File: config.mk
export PLATFORM = sky130hd
export DESIGN_NAME = dsi_master
export DESIGN_NICKNAME = d
export VERILOG_FILES = /design/src/rtl/dsi_pkg.sv /design/src/rtl/dsi_sck_gen.sv /design/src/rtl/dsi_trigger.sv /design/src/rtl/dsi_shift_engine.sv /design/src/rtl/dsi_master.sv
export SDC_FILE = /design/constraint.sdc
export NUM_CORES = 1
export LEC_CHECK = 0
export BUFFER_PORTS_ARGS = -buffer_cell sky130_fd_sc_hd__buf_4
export CORE_UTILIZATION = 55
export CTS_CLUSTER_DIAMETER = 80
export DETAILED_ROUTE_END_ITERATION = 10
export PLACE_DENSITY = 0.77
export SYNTH_ARGS = -nofsm -noshare
export SYNTH_HDL_FRONTEND = slang
export SYNTH_HIERARCHICAL = 1
export SYNTH_SLANG_ARGS = --single-unit
File: constraint.sdc
create_clock -name clk -period 8.9 [get_ports clk]
set_clock_uncertainty 0.1 [all_clocks]
set_input_delay 2.225 -clock clk [delete_from_list [all_inputs] [get_ports clk]]
set_output_delay 2.225 -clock clk [all_outputs]
set_load 0.02 [all_outputs]
File: src/rtl/dsi_pkg.sv
// Package: shared types and constants for the parallel-to-serial master.
// Assumes: nothing beyond IEEE 1800-2017.
package dsi_pkg;

    // Trigger policy selected by the trig_mode pin
    typedef enum logic {
        TRIG_CONT   = 1'b0,
        TRIG_CHANGE = 1'b1
    } trig_mode_e;

    // Shortest frame the engine accepts
    localparam int MIN_LEN = 4;

endpackage

File: src/rtl/dsi_sck_gen.sv
// Module: serial clock generator.
// Produces sck with a half period of CLK_DIV/2 system cycles while run is
// high, and one-cycle rise/fall ticks on the cycle that toggles sck.
// Assumes: CLK_DIV is even and at least 2; run drops on a fall tick.
module dsi_sck_gen #(
    parameter int CLK_DIV = 4
) (
    input  logic clk,
    input  logic rst_n,
    input  logic run,
    output logic sck,
    output logic rise_tick,
    output logic fall_tick
);
    localparam int HALF = CLK_DIV / 2;

    logic tick;

    generate
        if (HALF == 1) begin : g_fast
            // Every running cycle toggles the clock
            assign tick = run;
        end else begin : g_div
            localparam int PH_W = $clog2(HALF);
            logic [PH_W-1:0] ph_q;

            // Phase counter across one half period
            always_ff @(posedge clk) begin
                if (!rst_n || !run) begin
                    ph_q <= '0;
                end else if (ph_q == PH_W'(HALF - 1)) begin
                    ph_q <= '0;
                end else begin
                    ph_q <= ph_q + 1'b1;
                end
            end

            assign tick = run && (ph_q == PH_W'(HALF - 1));
        end
    endgenerate

    assign rise_tick = tick && !sck;
    assign fall_tick = tick && sck;

    // Serial clock register, idles low
    always_ff @(posedge clk) begin
        if (!rst_n || !run) begin
            sck <= 1'b0;
        end else if (tick) begin
            sck <= ~sck;
        end
    end

endmodule

File: src/rtl/dsi_trigger.sv
// Module: start decision.
// Issues a one-cycle start when the engine is ready and the enable and the
// selected trigger policy allow it; remembers the last word sent.
// Assumes: cur_word is already masked to the frame length.
module dsi_trigger
    import dsi_pkg::*;
#(
    parameter int MAX_W = 32
) (
    input  logic             clk,
    input  logic             rst_n,
    input  logic             en,
    input  trig_mode_e       mode,
    input  logic             ready,
    input  logic [MAX_W-1:0] cur_word,
    output logic             start
);
    logic [MAX_W-1:0] last_q;
    logic             want;

    // Policy: continuous always wants, change mode wants on difference
    always_comb begin
        unique case (mode)
            TRIG_CONT:   want = 1'b1;
            TRIG_CHANGE: want = (cur_word != last_q);
            default:     want = 1'b0;
        endcase
    end

    assign start = ready && en && want;

    // Record the word carried by each started frame
    always_ff @(posedge clk) begin
        if (!rst_n) begin
            last_q <= '0;
        end else if (start) begin
            last_q <= cur_word;
        end
    end

endmodule

File: src/rtl/dsi_shift_engine.sv
// Module: frame shift engine.
// Owns chip select, the transmit and receive shift registers, the bit count,
// the output latch and the idle gap between frames.
// Assumes: start only arrives while ready; ticks come from dsi_sck_gen.
module dsi_shift_engine #(
    parameter int MAX_W   = 32,
    parameter int CLK_DIV = 4,
    parameter int LEN_W   = 6
) (
    input  logic             clk,
    input  logic             rst_n,
    input  logic             start,
    input  logic [MAX_W-1:0] load_word,
    input  logic [LEN_W-1:0] load_len,
    input  logic             rise_tick,
    input  logic             fall_tick,
    input  logic             miso,
    output logic             busy,
    output logic             ready,
    output logic             cs_n,
    output logic             mosi,
    output logic [MAX_W-1:0] rx_word
);
    localparam int               GAP_W   = $clog2(CLK_DIV + 1);
    localparam logic [LEN_W-1:0] MAX_LEN = LEN_W'(MAX_W);
    localparam logic [GAP_W-1:0] GAP_MAX = GAP_W'(CLK_DIV - 1);

    logic [MAX_W-1:0] tx_sh;
    logic [MAX_W-1:0] rx_sh;
    logic [MAX_W-1:0] rx_next;
    logic [LEN_W-1:0] len_q;
    logic [LEN_W-1:0] bit_cnt;
    logic [GAP_W-1:0] gap_q;
    logic             last_bit;

    assign rx_next  = {rx_sh[MAX_W-2:0], miso};
    assign last_bit = (bit_cnt == len_q - 1'b1);
    assign ready    = !busy && (gap_q == '0);

    // Frame control: chip select, busy flag and gap count
    always_ff @(posedge clk) begin
        if (!rst_n) begin
            busy  <= 1'b0;
            cs_n  <= 1'b1;
            gap_q <= GAP_MAX;
        end else if (start) begin
            busy <= 1'b1;
            cs_n <= 1'b0;
        end else if (busy && fall_tick && last_bit) begin
            busy  <= 1'b0;
            cs_n  <= 1'b1;
            gap_q <= GAP_MAX;
        end else if (!busy && gap_q != '0) begin
            gap_q <= gap_q - 1'b1;
        end
    end

    // Transmit path: left-align on start, present next bit on rising sck
    always_ff @(posedge clk) begin
        if (!rst_n) begin
            tx_sh <= '0;
            mosi  <= 1'b0;
        end else if (start) begin
            tx_sh <= load_word << (MAX_LEN - load_len);
        end else if (busy && rise_tick) begin
            mosi  <= tx_sh[MAX_W-1];
            tx_sh <= {tx_sh[MAX_W-2:0], 1'b0};
        end
    end

    // Receive path: clear on start, sample miso on falling sck
    always_ff @(posedge clk) begin
        if (!rst_n) begin
            rx_sh   <= '0;
            bit_cnt <= '0;
            len_q   <= LEN_W'(4);
        end else if (start) begin
            rx_sh   <= '0;
            bit_cnt <= '0;
            len_q   <= load_len;
        end else if (busy && fall_tick) begin
            rx_sh   <= rx_next;
            bit_cnt <= bit_cnt + 1'b1;
        end
    end

    // Output latch: updates once per completed frame, holds otherwise
    always_ff @(posedge clk) begin
        if (!rst_n) begin
            rx_word <= '0;
        end else if (busy && fall_tick && last_bit) begin
            rx_word <= rx_next;
        end
    end

endmodule

File: src/rtl/dsi_master.sv
// Module: self-triggered parallel-to-serial exchange master (top).
// Selects and masks the source word, clamps the frame length, and ties the
// trigger, clock generator and shift engine together.
// Assumes: CLK_DIV even and >= 2, MAX_W >= 4; inputs synchronous to clk.
module dsi_master
    import dsi_pkg::*;
#(
    parameter int MAX_W   = 32,
    parameter int CLK_DIV = 4,
    parameter int LEN_W   = $clog2(MAX_W + 1)
) (
    input  logic             clk,
    input  logic             rst_n,
    input  logic             en,
    input  logic             trig_mode,
    input  logic             src_sel,
    input  logic [LEN_W-1:0] frame_len,
    input  logic [MAX_W-1:0] par_in,
    input  logic [MAX_W-1:0] reg_bits,
    input  logic             miso,
    output logic             sck,
    output logic             cs_n,
    output logic             mosi,
    output logic [MAX_W-1:0] par_out,
    output logic [MAX_W-1:0] rx_data
);
    localparam logic [LEN_W-1:0] MIN_L = LEN_W'(MIN_LEN);
    localparam logic [LEN_W-1:0] MAX_L = LEN_W'(MAX_W);

    logic [LEN_W-1:0] len_c;
    logic [MAX_W-1:0] mask;
    logic [MAX_W-1:0] word;
    logic             start;
    logic             busy;
    logic             ready;
    logic             rise_tick;
    logic             fall_tick;
    logic [MAX_W-1:0] rx_word;
    trig_mode_e       mode;

    // Clamp the requested length into the supported range
    always_comb begin
        if (frame_len < MIN_L) begin
            len_c = MIN_L;
        end else if (frame_len > MAX_L) begin
            len_c = MAX_L;
        end else begin
            len_c = frame_len;
        end
    end

    // Source selection and masking to the frame length
    assign mask = ~({MAX_W{1'b1}} << len_c);
    assign word = (src_sel ? reg_bits : par_in) & mask;
    assign mode = trig_mode_e'(trig_mode);

    dsi_trigger #(
        .MAX_W(MAX_W)
    ) u_trig (
        .clk     (clk),
        .rst_n   (rst_n),
        .en      (en),
        .mode    (mode),
        .ready   (ready),
        .cur_word(word),
        .start   (start)
    );

    dsi_sck_gen #(
        .CLK_DIV(CLK_DIV)
    ) u_sck (
        .clk      (clk),
        .rst_n    (rst_n),
        .run      (busy),
        .sck      (sck),
        .rise_tick(rise_tick),
        .fall_tick(fall_tick)
    );

    dsi_shift_engine #(
        .MAX_W  (MAX_W),
        .CLK_DIV(CLK_DIV),
        .LEN_W  (LEN_W)
    ) u_eng (
        .clk      (clk),
        .rst_n    (rst_n),
        .start    (start),
        .load_word(word),
        .load_len (len_c),
        .rise_tick(rise_tick),
        .fall_tick(fall_tick),
        .miso     (miso),
        .busy     (busy),
        .ready    (ready),
        .cs_n     (cs_n),
        .mosi     (mosi),
        .rx_word  (rx_word)
    );

    // Pins and data register both show the latched word
    assign par_out = rx_word;
    assign rx_data = rx_word;

endmodule

==> summary.md <==
| Metric | Value |
|---|---|
| Die W | `133.1 um` |
| Largest net degree at the start of global routing | `83` |
| Crit end category | `flop` |
| Vias | `8898` |
| Core area | `about 17000 um2` |
| Cells along the critical path | `buf_4 -> nor3_1 -> nor2_1 -> and2_1 -> buf_4 -> clkinv_1 -> ha_1 -> buf_4 -> mux2_2 -> mux4_1 -> nor2_1 -> a21oi_1 -> a222oi_1 -> nor2b_1` |
| First-pass GRT wire length | `a little over 40000 um` |
| Initial antenna violation count | `0` |
| TritonCTS clock tree | `yes` |
| Iter 0 DRT Violations | `949` |
| Port bufs | `approximately 140` |
| Synth unique cells | `65` |
| Slew Limit Fails | `0` |
| Fmax | `approximately 0.16 GHz` |
| Mapped Area | `around 9500 um2` |
| CTS clock-pin slew for the worst setup and hold paths | `approximately 0.07 ns` |
| Rows | `47` |
| Most frequent cells in the layout | `162 x buf_4, 150 x nand2_1, 147 x dfxtp_1` |
| P_leak | `around 4.5 nW` |
| Worst r2r path cells | `10` |
| Routed vias/inst | `~6.2` |
| Routed WL per cell | `17.48 um` |
| Setup-failing EPs final | `0` |
| Crit path buffers/inverters | `4` |
| Hold Path End | `u_eng/rx_sh[4]$_SDFFE_PP0P_` |
| Skew-Pair Late Insertion Delay | `0.43 ns` |
| Min Tclk post-route | `between 6 and 7 ns` |
| Worst path top cell family by delay | `buffers and inverters` |
| Placed instance count | `approximately 1400` |
| DIE HEIGHT | `between 100 and 150 um` |
| Post-DP HPWL | `~17000 um` |
| Initial Util | `0.5662` |
| CP required | `between 9 and 10 ns` |
| Top cell by count, worst path | `buf_4` |
| Vias in the first global route | `8081` |
| R2R Path End | `u_eng/tx_sh[31]$_SDFFE_PN0P_` |
| Die Footprint | `between 15000 and 20000 um2` |
| H-tree Lvls | `4` |
| Worst path arrival time | `about 6.3 ns` |
| Hold Path Origin | `u_eng/rx_sh[3]$_SDFFE_PP0P_` |
| Detailed-route wire length | `25190 um` |
| Final hold violation count | `0` |
| Crit path max fanout | `40` |
| Total setup buffers inserted after CTS | `0` |
| Sequential fraction of the synthesis area | `0.3112` |
| Routability cong. | `0.9018` |
| # hold bufs at CTS | `0` |
| Top_reg_cell synth | `dfxtp_1` |
| Fin crit share | `0.6865` |
| Cell depth of the worst hold path | `2` |
| Area growth from synthesis to layout | `14.68%` |
| Run status | `finished, final reports clean` |
| Worst hold slack | `approximately 0.36 ns` |
| Cts bufs inserted | `17` |
| Slowest-stage cell, CP | `clkinv_1` |
| Setup CP Type | `in2reg` |
| Slew headroom | `0.2570` |
| Synthesized flop and latch total | `147` |
| ANT nets after route | `0` |
| Syn nets | `around 1200` |
| Syn Inst Count | `between 1000 and 1500` |
| Pre-antenna DRT Iters | `5` |
| Worst VDD drop | `about 0.00016 V` |
| DRC violations left | `0` |
| Async SR Flop Fraction | `0` |
| Layout cells sized above 1 | `0.2039` |
| TNS Setup | `0 ns` |
| Antenna cells | `0` |
| TritonCTS Sinks | `between 100 and 150` |
| EDFF count, synth | `0` |
| All-Layer GR Usage | `0.2844` |
| Clock root buffer master | `clkbuf_16` |
| Filler cell count | `roughly 1400` |
| Layout Cells excl Fill | `approximately 1400` |
| Number of I/O pins | `between 100 and 150` |
| # Max-Cap Violations | `0` |
| Crit start category | `input pin` |
| RSZ-0062 raised after global routing | `false` |
| FF-to-FF Start | `u_trig/last_q[23]$_SDFFE_PN0P_` |
| Slew @ Worst Pin | `1.115 ns` |
| Ys Warns | `6` |
| Nets | `roughly 1300` |
| Most common cell after layout, fill and taps aside | `buf_4` |
| Power Density | `between 150 and 200 nW/um2` |
| GRT overflow | `0` |
| Min-Delay Path Class | `reg2reg` |
| CP peak stage delay | `approximately 0.62 ns` |
| Power Total | `roughly 1.8 mW` |
| Syn Area/Cell | `8.186 um2` |
| PostCTS Resize Cnt | `0` |
| Max Root-Sink Buffers | `2` |
| Reg2Reg Setup Slack | `5.69 ns` |
[final cells by class]
class	count	area [um2]	share of cell area
flip-flops and latches	147	2943	0.2714
well taps	220	275.3	0.02539
multi-input cells	870	5782	0.5332
inverters	10	38.79	0.003577
clock inverters	15	162.7	0.01500
clock buffers	17	425.4	0.03923
repair buffers	162	1216	0.1122
[power by group]
group	internal (mW)	switching (mW)
clock network	0.399	0.320
registers	0.686	0.0193
logic	0.168	0.247
total	1.25	0.586
[logic make-up after synthesis]
family | Yosys count | share of synthesized area
simple gates | 431 | 0.2268
xor+xnor | 56 | 0.05187
compound gates | 237 | 0.1577
fa+ha+maj | 5 | 0.006616
buf+inv | 138 | 0.07926
flops | 147 | 0.3112
mux | 141 | 0.1665
[registers in the layout, indices dropped and copies added, names as in the netlist, 3 cells and up]
register and cells:
u_eng/gap_q 3, u_trig/last_q 32, u_eng/rx_word 32, u_eng/rx_sh 31
u_eng/bit_cnt 6, u_eng/tx_sh 32, u_eng/len_q 6
[Yosys cell counts, types with 6 or more instances]
| cell | instances | area (um2) |
|---|---|---|
| a221oi_1 | 6 | 52.55 |
| and3_1 | 31 | 193.9 |
| mux4_2 | 9 | 202.7 |
| buf_4 | 40 | 300.3 |
| a222oi_1 | 13 | 130.1 |
| nor2_1 | 70 | 262.8 |
| a21oi_1 | 88 | 440.4 |
| mux2_2 | 27 | 304.0 |
| o211ai_1 | 13 | 97.59 |
| xnor2_1 | 14 | 122.6 |
| xor2_1 | 42 | 367.9 |
| dfxtp_1 | 147 | 2943 |
| nor2b_1 | 45 | 281.5 |
| nand2_1 | 150 | 563.0 |
| a21boi_0 | 13 | 97.59 |
| nor4_1 | 8 | 50.05 |
| inv_1 | 8 | 30.03 |
| nand3_1 | 51 | 255.2 |
| a211oi_1 | 13 | 97.59 |
| buf_6 | 8 | 90.09 |
| clkbuf_1 | 58 | 217.7 |
| or4_1 | 30 | 225.2 |
| nor3_1 | 13 | 65.06 |
| buf_2 | 16 | 80.08 |
| o21ai_1 | 21 | 105.1 |
| o21ai_0 | 34 | 170.2 |
| mux2i_1 | 104 | 1041 |
| buf_1 | 6 | 22.52 |
[how the worst max path moves through the flow]
stage,startpoint,to,cells past startpoint
6_report,frame_len[3],u_eng/tx_sh[15]$_SDFFE_PN0P_,14
5_1_grt,frame_len[3],u_eng/tx_sh[31]$_SDFFE_PN0P_,14
4_1_cts,frame_len[3],u_eng/tx_sh[31]$_SDFFE_PN0P_,14
2_1_floorplan,frame_len[4],u_eng/tx_sh[14]$_SDFFE_PN0P_,15
3_3_place_gp,frame_len[2],u_eng/tx_sh[15]$_SDFFE_PN0P_,14
3_5_place_dp,frame_len[3],u_eng/tx_sh[31]$_SDFFE_PN0P_,14
[metal layers]
layer | track usage | wire length (um) | up-vias | part of all wire
met5 | 0 | 0 | - | 0
met4 | 0.1187 | 718 | 0 | 0.029
met3 | 0.05594 | 2044 | 53 | 0.081
met2 | 0.4532 | 11680 | 449 | 0.46
met1 | 0.3768 | 10740 | 4185 | 0.43
li1 | - | - | 4211 | -
[tightest hold or removal path, cell delays in order (launching register included)]
cell	delay, ns
dfxtp_1	0.32
nand2_1	0.06
a21oi_1	0.05
[stage by stage]
| stage | util | setup WS (ns) | cell area [um2] |
|---|---|---|---|
| floorplan | - | 3.217 | 9455 |
| finish | 0.6492 | 2.791 | 10840 |
| detailed placement | 0.6140 | 2.452 | 10250 |
| global placement | 0.6140 | 2.535 | 10250 |
| CTS | 0.6492 | 2.860 | 10840 |
| global route | 0.6492 | 2.493 | 10840 |
Power figures use the tool's default switching activity.
